### src/rtl/recur_pf_pkg.sv
package recur_pf_pkg;

   // How a returned line finds its slot in the side buffer
   typedef enum logic [1:0] {
      FILL_REFRESH = 2'd0,   // line already resident: overwrite in place
      FILL_FREE    = 2'd1,   // an empty slot is available
      FILL_EVICT   = 2'd2    // full: replace the least recent line
   } fill_kind_e;

endpackage

### src/rtl/recur_pf_history.sv
module recur_pf_history #(
   parameter  int ADDR_W = 26,
   parameter  int DEPTH  = 8,
   localparam int POS_W  = $clog2(DEPTH)
) (
   input  logic              clk,
   input  logic              rst,
   input  logic              miss_valid,
   input  logic [ADDR_W-1:0] miss_line,
   output logic              hit,
   output logic [POS_W-1:0]  pos
);

   logic [ADDR_W-1:0] line_q [DEPTH];
   logic [DEPTH-1:0]  vld_q;
   logic [DEPTH-1:0]  match;

   for (genvar g = 0; g < DEPTH; g++) begin : g_cmp
      assign match[g] = vld_q[g] && (line_q[g] == miss_line);
   end

   // nearest (most recent) match wins
   always_comb begin
      hit = 1'b0;
      pos = '0;
      for (int i = DEPTH - 1; i >= 0; i--) begin
         if (match[i]) begin
            hit = 1'b1;
            pos = POS_W'(i);
         end
      end
      hit = hit & miss_valid;
   end

   always_ff @(posedge clk) begin
      if (rst) begin
         vld_q <= '0;
      end else if (miss_valid) begin
         vld_q <= {vld_q[DEPTH-2:0], 1'b1};
      end
   end

   always_ff @(posedge clk) begin
      if (miss_valid) begin
         line_q[0] <= miss_line;
         for (int i = 1; i < DEPTH; i++) begin
            line_q[i] <= line_q[i-1];
         end
      end
   end

endmodule

### src/rtl/recur_pf_sched.sv
module recur_pf_sched #(
   parameter  int ADDR_W = 26,
   parameter  int SLOTS  = 4,
   parameter  int CNT_W  = 3,
   localparam int IDX_W  = $clog2(SLOTS)
) (
   input  logic              clk,
   input  logic              rst,
   input  logic              miss_valid,
   input  logic [ADDR_W-1:0] miss_line,
   input  logic              pred_valid,
   input  logic [CNT_W-1:0]  pred_cnt,
   input  logic [CNT_W-1:0]  lookahead,
   input  logic              demand_busy,
   input  logic              req_ready,
   output logic              req_valid,
   output logic [ADDR_W-1:0] req_line
);

   logic [SLOTS-1:0]  v_q;
   logic [ADDR_W-1:0] line_q [SLOTS];
   logic [CNT_W-1:0]  cnt_q  [SLOTS];

   logic [SLOTS-1:0]  same_vec, elig_vec;
   logic              same_any, free_any, elig_any, fire;
   logic [IDX_W-1:0]  same_idx, free_idx, elig_idx;

   for (genvar g = 0; g < SLOTS; g++) begin : g_slot
      assign same_vec[g] = v_q[g] && (line_q[g] == miss_line);
      assign elig_vec[g] = v_q[g] && (cnt_q[g] <= lookahead);
   end

   always_comb begin
      same_any = 1'b0; same_idx = '0;
      free_any = 1'b0; free_idx = '0;
      elig_any = 1'b0; elig_idx = '0;
      for (int i = SLOTS - 1; i >= 0; i--) begin
         if (same_vec[i]) begin
            same_any = 1'b1;
            same_idx = IDX_W'(i);
         end
         if (!v_q[i]) begin
            free_any = 1'b1;
            free_idx = IDX_W'(i);
         end
         if (elig_vec[i]) begin
            elig_any = 1'b1;
            elig_idx = IDX_W'(i);
         end
      end
   end

   // demand traffic owns the port; the prefetch simply waits
   assign req_valid = elig_any && !demand_busy;
   assign req_line  = line_q[elig_idx];
   assign fire      = req_valid && req_ready;

   always_ff @(posedge clk) begin
      if (rst) begin
         v_q <= '0;
      end else begin
         for (int i = 0; i < SLOTS; i++) begin
            if (fire && (elig_idx == IDX_W'(i))) v_q[i] <= 1'b0;
         end
         if (pred_valid) begin
            if (same_any)      v_q[same_idx] <= 1'b1;
            else if (free_any) v_q[free_idx] <= 1'b1;
         end
      end
   end

   always_ff @(posedge clk) begin
      for (int i = 0; i < SLOTS; i++) begin
         if (v_q[i] && miss_valid && (cnt_q[i] != '0)) cnt_q[i] <= cnt_q[i] - CNT_W'(1);
      end
      if (pred_valid) begin
         if (same_any) begin
            cnt_q[same_idx] <= pred_cnt;
         end else if (free_any) begin
            cnt_q[free_idx]  <= pred_cnt;
            line_q[free_idx] <= miss_line;
         end
      end
   end

endmodule

### src/rtl/recur_pf_pbuf.sv
module recur_pf_pbuf
   import recur_pf_pkg::*;
#(
   parameter  int ADDR_W = 26,
   parameter  int LINE_W = 64,
   parameter  int DEPTH  = 4,
   localparam int IDX_W  = $clog2(DEPTH),
   localparam int AGE_W  = $clog2(DEPTH)
) (
   input  logic              clk,
   input  logic              rst,
   input  logic              fill_valid,
   input  logic [ADDR_W-1:0] fill_line,
   input  logic [LINE_W-1:0] fill_data,
   input  logic              probe_valid,
   input  logic [ADDR_W-1:0] probe_line,
   output logic              probe_hit,
   output logic [LINE_W-1:0] probe_data
);

   localparam logic [AGE_W-1:0] AGE_MAX = AGE_W'(DEPTH - 1);

   logic [DEPTH-1:0]  v_q, nv;
   logic [ADDR_W-1:0] tag_q  [DEPTH];
   logic [LINE_W-1:0] data_q [DEPTH];
   logic [AGE_W-1:0]  age_q  [DEPTH];
   logic [AGE_W-1:0]  nage   [DEPTH];
   logic [DEPTH-1:0]  pm;

   logic              hit_any, ref_any, free_any;
   logic [IDX_W-1:0]  hit_idx, ref_idx, free_idx, old_idx, fill_idx;
   fill_kind_e        fill_kind;

   for (genvar g = 0; g < DEPTH; g++) begin : g_probe
      assign pm[g] = v_q[g] && (tag_q[g] == probe_line);
   end

   always_comb begin
      hit_any = 1'b0;
      hit_idx = '0;
      for (int i = DEPTH - 1; i >= 0; i--) begin
         if (pm[i]) begin
            hit_any = 1'b1;
            hit_idx = IDX_W'(i);
         end
      end
      probe_hit  = probe_valid && hit_any;
      probe_data = probe_hit ? data_q[hit_idx] : '0;
   end

   // next state: first the probe consumes, then the fill installs
   always_comb begin
      nv = v_q;
      for (int i = 0; i < DEPTH; i++) nage[i] = age_q[i];

      if (probe_hit) begin
         nv[hit_idx] = 1'b0;
         for (int i = 0; i < DEPTH; i++) begin
            if (v_q[i] && (age_q[i] > age_q[hit_idx])) nage[i] = age_q[i] - AGE_W'(1);
         end
      end

      ref_any  = 1'b0; ref_idx  = '0;
      free_any = 1'b0; free_idx = '0;
      old_idx  = '0;
      for (int i = DEPTH - 1; i >= 0; i--) begin
         if (nv[i] && (tag_q[i] == fill_line)) begin
            ref_any = 1'b1;
            ref_idx = IDX_W'(i);
         end
         if (!nv[i]) begin
            free_any = 1'b1;
            free_idx = IDX_W'(i);
         end
         if (nv[i] && (nage[i] == AGE_MAX)) old_idx = IDX_W'(i);
      end

      if (ref_any) begin
         fill_kind = FILL_REFRESH;
         fill_idx  = ref_idx;
      end else if (free_any) begin
         fill_kind = FILL_FREE;
         fill_idx  = free_idx;
      end else begin
         fill_kind = FILL_EVICT;
         fill_idx  = old_idx;
      end

      if (fill_valid) begin
         for (int i = 0; i < DEPTH; i++) begin
            if (nv[i] && (IDX_W'(i) != fill_idx) &&
                ((fill_kind == FILL_FREE) || (nage[i] < nage[fill_idx]))) begin
               nage[i] = nage[i] + AGE_W'(1);
            end
         end
         nv[fill_idx]   = 1'b1;
         nage[fill_idx] = '0;
      end
   end

   always_ff @(posedge clk) begin
      if (rst) begin
         v_q <= '0;
         for (int i = 0; i < DEPTH; i++) age_q[i] <= '0;
      end else begin
         v_q <= nv;
         for (int i = 0; i < DEPTH; i++) age_q[i] <= nage[i];
      end
   end

   always_ff @(posedge clk) begin
      if (fill_valid) begin
         tag_q[fill_idx]  <= fill_line;
         data_q[fill_idx] <= fill_data;
      end
   end

endmodule

### src/rtl/recur_pf.sv
module recur_pf #(
   parameter  int ADDR_W     = 26,
   parameter  int LINE_W     = 64,
   parameter  int HIST_DEPTH = 8,
   parameter  int PEND_SLOTS = 4,
   parameter  int PBUF_DEPTH = 4,
   localparam int CNT_W      = $clog2(HIST_DEPTH)
) (
   input  logic              clk,
   input  logic              rst,
   input  logic              miss_valid,
   input  logic [ADDR_W-1:0] miss_line,
   input  logic [CNT_W-1:0]  lookahead,
   input  logic              demand_busy,
   output logic              fetch_req_valid,
   output logic [ADDR_W-1:0] fetch_req_line,
   input  logic              fetch_req_ready,
   input  logic              fetch_rsp_valid,
   input  logic [ADDR_W-1:0] fetch_rsp_line,
   input  logic [LINE_W-1:0] fetch_rsp_data,
   input  logic              probe_valid,
   input  logic [ADDR_W-1:0] probe_line,
   output logic              probe_hit,
   output logic [LINE_W-1:0] probe_data
);

   if (HIST_DEPTH < 2) begin : g_bad_hist
      $error("recur_pf: HIST_DEPTH must be at least 2");
   end
   if (PEND_SLOTS < 2) begin : g_bad_pend
      $error("recur_pf: PEND_SLOTS must be at least 2");
   end
   if (PBUF_DEPTH < 2) begin : g_bad_pbuf
      $error("recur_pf: PBUF_DEPTH must be at least 2");
   end
   if (ADDR_W < 1 || LINE_W < 1) begin : g_bad_width
      $error("recur_pf: widths must be positive");
   end

   logic             pred_valid;
   logic [CNT_W-1:0] pred_cnt;

   recur_pf_history #(
      .ADDR_W (ADDR_W),
      .DEPTH  (HIST_DEPTH)
   ) u_hist (
      .clk        (clk),
      .rst        (rst),
      .miss_valid (miss_valid),
      .miss_line  (miss_line),
      .hit        (pred_valid),
      .pos        (pred_cnt)
   );

   recur_pf_sched #(
      .ADDR_W (ADDR_W),
      .SLOTS  (PEND_SLOTS),
      .CNT_W  (CNT_W)
   ) u_sched (
      .clk         (clk),
      .rst         (rst),
      .miss_valid  (miss_valid),
      .miss_line   (miss_line),
      .pred_valid  (pred_valid),
      .pred_cnt    (pred_cnt),
      .lookahead   (lookahead),
      .demand_busy (demand_busy),
      .req_ready   (fetch_req_ready),
      .req_valid   (fetch_req_valid),
      .req_line    (fetch_req_line)
   );

   recur_pf_pbuf #(
      .ADDR_W (ADDR_W),
      .LINE_W (LINE_W),
      .DEPTH  (PBUF_DEPTH)
   ) u_pbuf (
      .clk         (clk),
      .rst         (rst),
      .fill_valid  (fetch_rsp_valid),
      .fill_line   (fetch_rsp_line),
      .fill_data   (fetch_rsp_data),
      .probe_valid (probe_valid),
      .probe_line  (probe_line),
      .probe_hit   (probe_hit),
      .probe_data  (probe_data)
   );

endmodule

### config.mk
export PLATFORM = sky130hd
export DESIGN_NAME = recur_pf
export DESIGN_NICKNAME = d
export VERILOG_FILES = /design/src/rtl/recur_pf_pkg.sv /design/src/rtl/recur_pf_history.sv /design/src/rtl/recur_pf_sched.sv /design/src/rtl/recur_pf_pbuf.sv /design/src/rtl/recur_pf.sv
export SDC_FILE = /design/constraint.sdc
export NUM_CORES = 1
export LEC_CHECK = 0
export BUFFER_PORTS_ARGS = -buffer_cell sky130_fd_sc_hd__buf_2
export CORE_MARGIN = 2
export CORE_UTILIZATION = 34
export CTS_CLUSTER_SIZE = 40
export DETAILED_ROUTE_END_ITERATION = 16
export PLACE_DENSITY = 0.55
export SLEW_MARGIN = 20
export SYNTH_ARGS = -nofsm -noshare
export SYNTH_HDL_FRONTEND = slang
export SYNTH_SLANG_ARGS = --single-unit
### constraint.sdc
create_clock -name clk -period 18.8 [get_ports clk]
set_input_delay 0 -clock clk [delete_from_list [all_inputs] [get_ports clk]]
set_output_delay 0 -clock clk [all_outputs]
set_load 0.02 [all_outputs]
==> metrics.log <==
[metrics] First DRT Iteration DRCs: 1819
[metrics] TNS Setup: 0 ns
[metrics] proportion of synthesized chip area in sequential cells: roughly 66%
[metrics] most used standard cell by instance count after synthesis: sky130_fd_sc_hd__edfxtp_1
[metrics] syn_nets: 2393
[metrics] CTS clock-pin slew for the worst setup and hold paths: 0.06 ns
[metrics] # nets final: 2760
[metrics] Tot Pwr: 3.56 mW
[metrics] synthesis-to-finish area growth: 19.9%
[metrics] status: finished, final reports clean
[metrics] die outline height: 310 um
[metrics] min cycle time layout: 8.48 ns
[metrics] Crit path arrival time: 8.73 ns
[metrics] post-route clock skew: 0.0191 ns
[metrics] total global-route track usage: between 10% and 20%
[metrics] total routed wirelength: between 80000 and 90000 um
[metrics] number of buffers between clock root and the deepest sink: 3
[metrics] RSZ-0062 raised after global routing: no
[metrics] gate count of the mapped netlist: 2209
[metrics] share of final-layout standard cells stronger than drive strength 1: 15.7%
[metrics] worst path cell trace: xnor2_1, nand4_1, nor4_4, and2_1, nor3b_2, buf_4, a222oi_1, a21boi_0, ha_1, nor2_1, nor3_1, a2111o_1, a311oi_2, inv_1, ha_1, or4_1, a211o_1, a31oi_4, and3_4, buf_4
[metrics] number of maximum-capacitance constraint violations: 0
[metrics] largest net degree at the start of global routing: 154
[metrics] initial cell density of the core: between 30% and 40%
[metrics] kind of start point of the critical path: flop
[metrics] number of core rows: ~110
[metrics] warning count from the yosys run: 0
[metrics] cells taking the most area after synthesis: sky130_fd_sc_hd__edfxtp_1, sky130_fd_sc_hd__xnor2_1, sky130_fd_sc_hd__xor2_1, sky130_fd_sc_hd__nand4_1, sky130_fd_sc_hd__mux2i_1
[metrics] Cell variety after synth: slightly above 80
[metrics] register bit total from synthesis: 708
[metrics] maximum clock frequency: 118 MHz
[metrics] count of boundary I/O pins: approximately 240
[metrics] total clock buffers created by CTS: 79
[metrics] fill cell total of the finished layout: 8518
[metrics] R2R depth: 20
[metrics] Final Hold Viols: 0
[metrics] maximum fanout encountered on the critical timing path: 67
[metrics] Hold Path Stages: 5
[metrics] Async SR Flop Fraction: 0%
[metrics] root buf cell: sky130_fd_sc_hd__clkbuf_16
[metrics] delay of the slowest cell on the worst path: 0.82 ns
[metrics] clock latency at the later pin of the worst-skew pair: 0.64 ns
[metrics] post-synth top area share: 64.7%
[metrics] startpoint of the most critical register-to-register path: u_pbuf.tag_q[0][9]
[metrics] Synth top cells by count: sky130_fd_sc_hd__edfxtp_1, sky130_fd_sc_hd__xnor2_1, sky130_fd_sc_hd__xor2_1
[metrics] Top FF cell, synth: sky130_fd_sc_hd__edfxtp_1
[metrics] Max-Slew Margin vs Limit: 20.0%
[metrics] number of endpoints failing setup at the final stage: 0
[metrics] peak supply drop: ~0.075 mV
[metrics] total gr overflow: 0
[metrics] antenna violations before repair: 2
[metrics] Post-synth EDFFs: 684
[metrics] Final ANT Viol Nets: 0
[metrics] total placed instance area: 34400 um2
[metrics] RD Place Congestion: around 0.88
[metrics] top cell type by total area after synthesis: sky130_fd_sc_hd__edfxtp_1
[metrics] via density per instance: around 5
[metrics] DRC violations left: 0
[metrics] element type at the critical path end: flop
[metrics] area of the die: 95900 um2
[metrics] class of the most critical hold timing path: primary input to flop
[metrics] startpoint-to-endpoint class of the critical path: flop to flop
[metrics] TritonCTS clock tree: done
[metrics] Static Leak: between 10 and 15 nW
[metrics] final routed wire length divided by cell count: 23.0 um
[metrics] wire length of the first global-routing pass: roughly 130000 um
[metrics] vias: 19900
[metrics] core outline area: 92900 um2
[metrics] Post-CTS Setup Repair Bufs: 0
[metrics] DRT Pass-1 Iters: 9
[metrics] slowest stage cell, crit path: sky130_fd_sc_hd__buf_4
[metrics] Detailed Place HPWL: 60100 um
[metrics] number of max-slew violations in the final report: 0
[metrics] areal power density over the cells: 93.5 nW/um2
[metrics] number of global-route vias before repair: 20400
[metrics] Post-CTS Hold Buffers: roughly 120
[metrics] area of the mapped netlist: between 30000 and 40000 um2
[metrics] Crit Reg-Reg Endpoint: u_pbuf.data_q[3][17]
[metrics] fin crit share: 45.1%
[metrics] die span in x: 310 um
[metrics] buffers added on ports: 243
[metrics] H-Tree Depth: 3
[metrics] data required time at the worst endpoint: 19.05 ns
[metrics] Worst Min Path Start: lookahead[0]
[metrics] setup slack, reg-to-reg: 10.32 ns
[metrics] post-route cell area: 38100 um2
[metrics] CTS sink cnt: 708
[metrics] transition at the pin with the smallest max-transition slack: 1.19 ns
[metrics] Worst Hold Endpoint: u_sched.v_q[0]
[metrics] Gates resized, CTS repair: 0
[metrics] mean cell area of the mapped netlist: about 14 um2
registers in the layout, indices dropped and copies added, names as in the netlist:
signal	cells
u_pbuf.data_q	256
u_pbuf.tag_q	104
u_sched.line_q	104
u_hist.line_q	208
u_pbuf.v_q	4
u_sched.v_q	4
u_pbuf.age_q	8
u_sched.cnt_q	12
u_hist.vld_q	8
worst max-delay path by stage:
stage / startpoint / end / depth (start not counted)
2_1_floorplan: u_pbuf.tag_q[1][4] / u_pbuf.age_q[2][0] / 23
3_3_place_gp: u_pbuf.tag_q[3][8] / u_pbuf.data_q[3][52] / 20
3_5_place_dp: u_pbuf.tag_q[3][8] / u_pbuf.data_q[3][50] / 20
4_1_cts: u_pbuf.tag_q[3][8] / u_pbuf.data_q[3][53] / 20
5_1_grt: u_pbuf.tag_q[0][12] / u_pbuf.data_q[3][7] / 20
6_report: u_pbuf.tag_q[0][9] / u_pbuf.data_q[3][17] / 20
layer usage:
layer / up-vias / track usage [%] / part of all wire, %
li1: 9153 / - / -
met1: 10000 / 25.2 / 44
met2: 598 / 30.7 / 49
met3: 128 / 2.70 / 5.0
met4: 0 / 5.97 / 2.5
met5: - / 0 / 0
critical path: cells and delay by family (launching register included):
kind / cells / cell delay, ns
simple gates: 8 / 2.98
compound gates: 6 / 2.50
buf+inv: 3 / 1.27
fa+ha+maj: 2 / 0.55
flops: 1 / 0.42
xor+xnor: 1 / 0.17
kinds of logic after synthesis:
| logic type | synth area share (%) |
|---|---|
| xor+xnor | 14.4 |
| buf+inv | 1.83 |
| mux | 1.76 |
| fa+ha+maj | 1.26 |
| simple gates | 7.47 |
| flops | 66.2 |
| compound gates | 7.16 |
through the flow:
step                      hold WS [ns]  utilization, %  worst slack [ns]  cells
after floorplan                 0.0914               -              6.48   2209
after global placement           0.210            37.0             10.57   3625
after detailed placement         0.219            37.1             10.44   3626
after CTS                      0.00542            41.0             10.42   3892
after global routing            0.0865            41.0              9.85   3893
final                           0.0405            41.0             10.32   3893
power by group:
| group | internal (mW) | total (mW) | switching (mW) |
|---|---|---|---|
| clock network | 0.805 | 1.45 | 0.644 |
| logic | 0.109 | 0.280 | 0.171 |
| registers | 1.80 | 1.83 | 0.0323 |
area by class of cell:
class                      instances  area (um2)  area share (%)
tap                             1254        1570            4.12
multi-input combinational       1358       10300            27.0
sequential                       708       21000            55.2
clock buffer                      99        2070            5.44
timing repair buffer             388        2660            6.97
inverter                          41         154           0.404
antenna                            1        2.50         0.00657
clock inverter                    44         343           0.900
placed cells by master, fill, tap and decap left out, types with 11 or more instances in the layout:
cell type	count
sky130_fd_sc_hd__ha_1	32
sky130_fd_sc_hd__edfxtp_1	684
sky130_fd_sc_hd__dlygate4sd3_1	123
sky130_fd_sc_hd__buf_2	242
sky130_fd_sc_hd__nor4_1	61
sky130_fd_sc_hd__clkbuf_16	79
sky130_fd_sc_hd__a22oi_1	26
sky130_fd_sc_hd__mux2i_1	52
sky130_fd_sc_hd__inv_1	40
sky130_fd_sc_hd__clkbuf_1	18
sky130_fd_sc_hd__a22o_1	15
sky130_fd_sc_hd__nor3_1	32
sky130_fd_sc_hd__nand2b_1	11
sky130_fd_sc_hd__a21oi_1	84
sky130_fd_sc_hd__buf_4	20
sky130_fd_sc_hd__nand3_1	22
sky130_fd_sc_hd__dfxtp_1	24
sky130_fd_sc_hd__nor2_1	46
sky130_fd_sc_hd__a222oi_1	50
sky130_fd_sc_hd__o21ai_0	63
sky130_fd_sc_hd__nand4_1	108
sky130_fd_sc_hd__clkinv_2	15
sky130_fd_sc_hd__xor2_1	215
sky130_fd_sc_hd__xnor2_1	306
sky130_fd_sc_hd__clkinv_1	17
sky130_fd_sc_hd__nand2_1	97
Power figures use the tool's default switching activity.
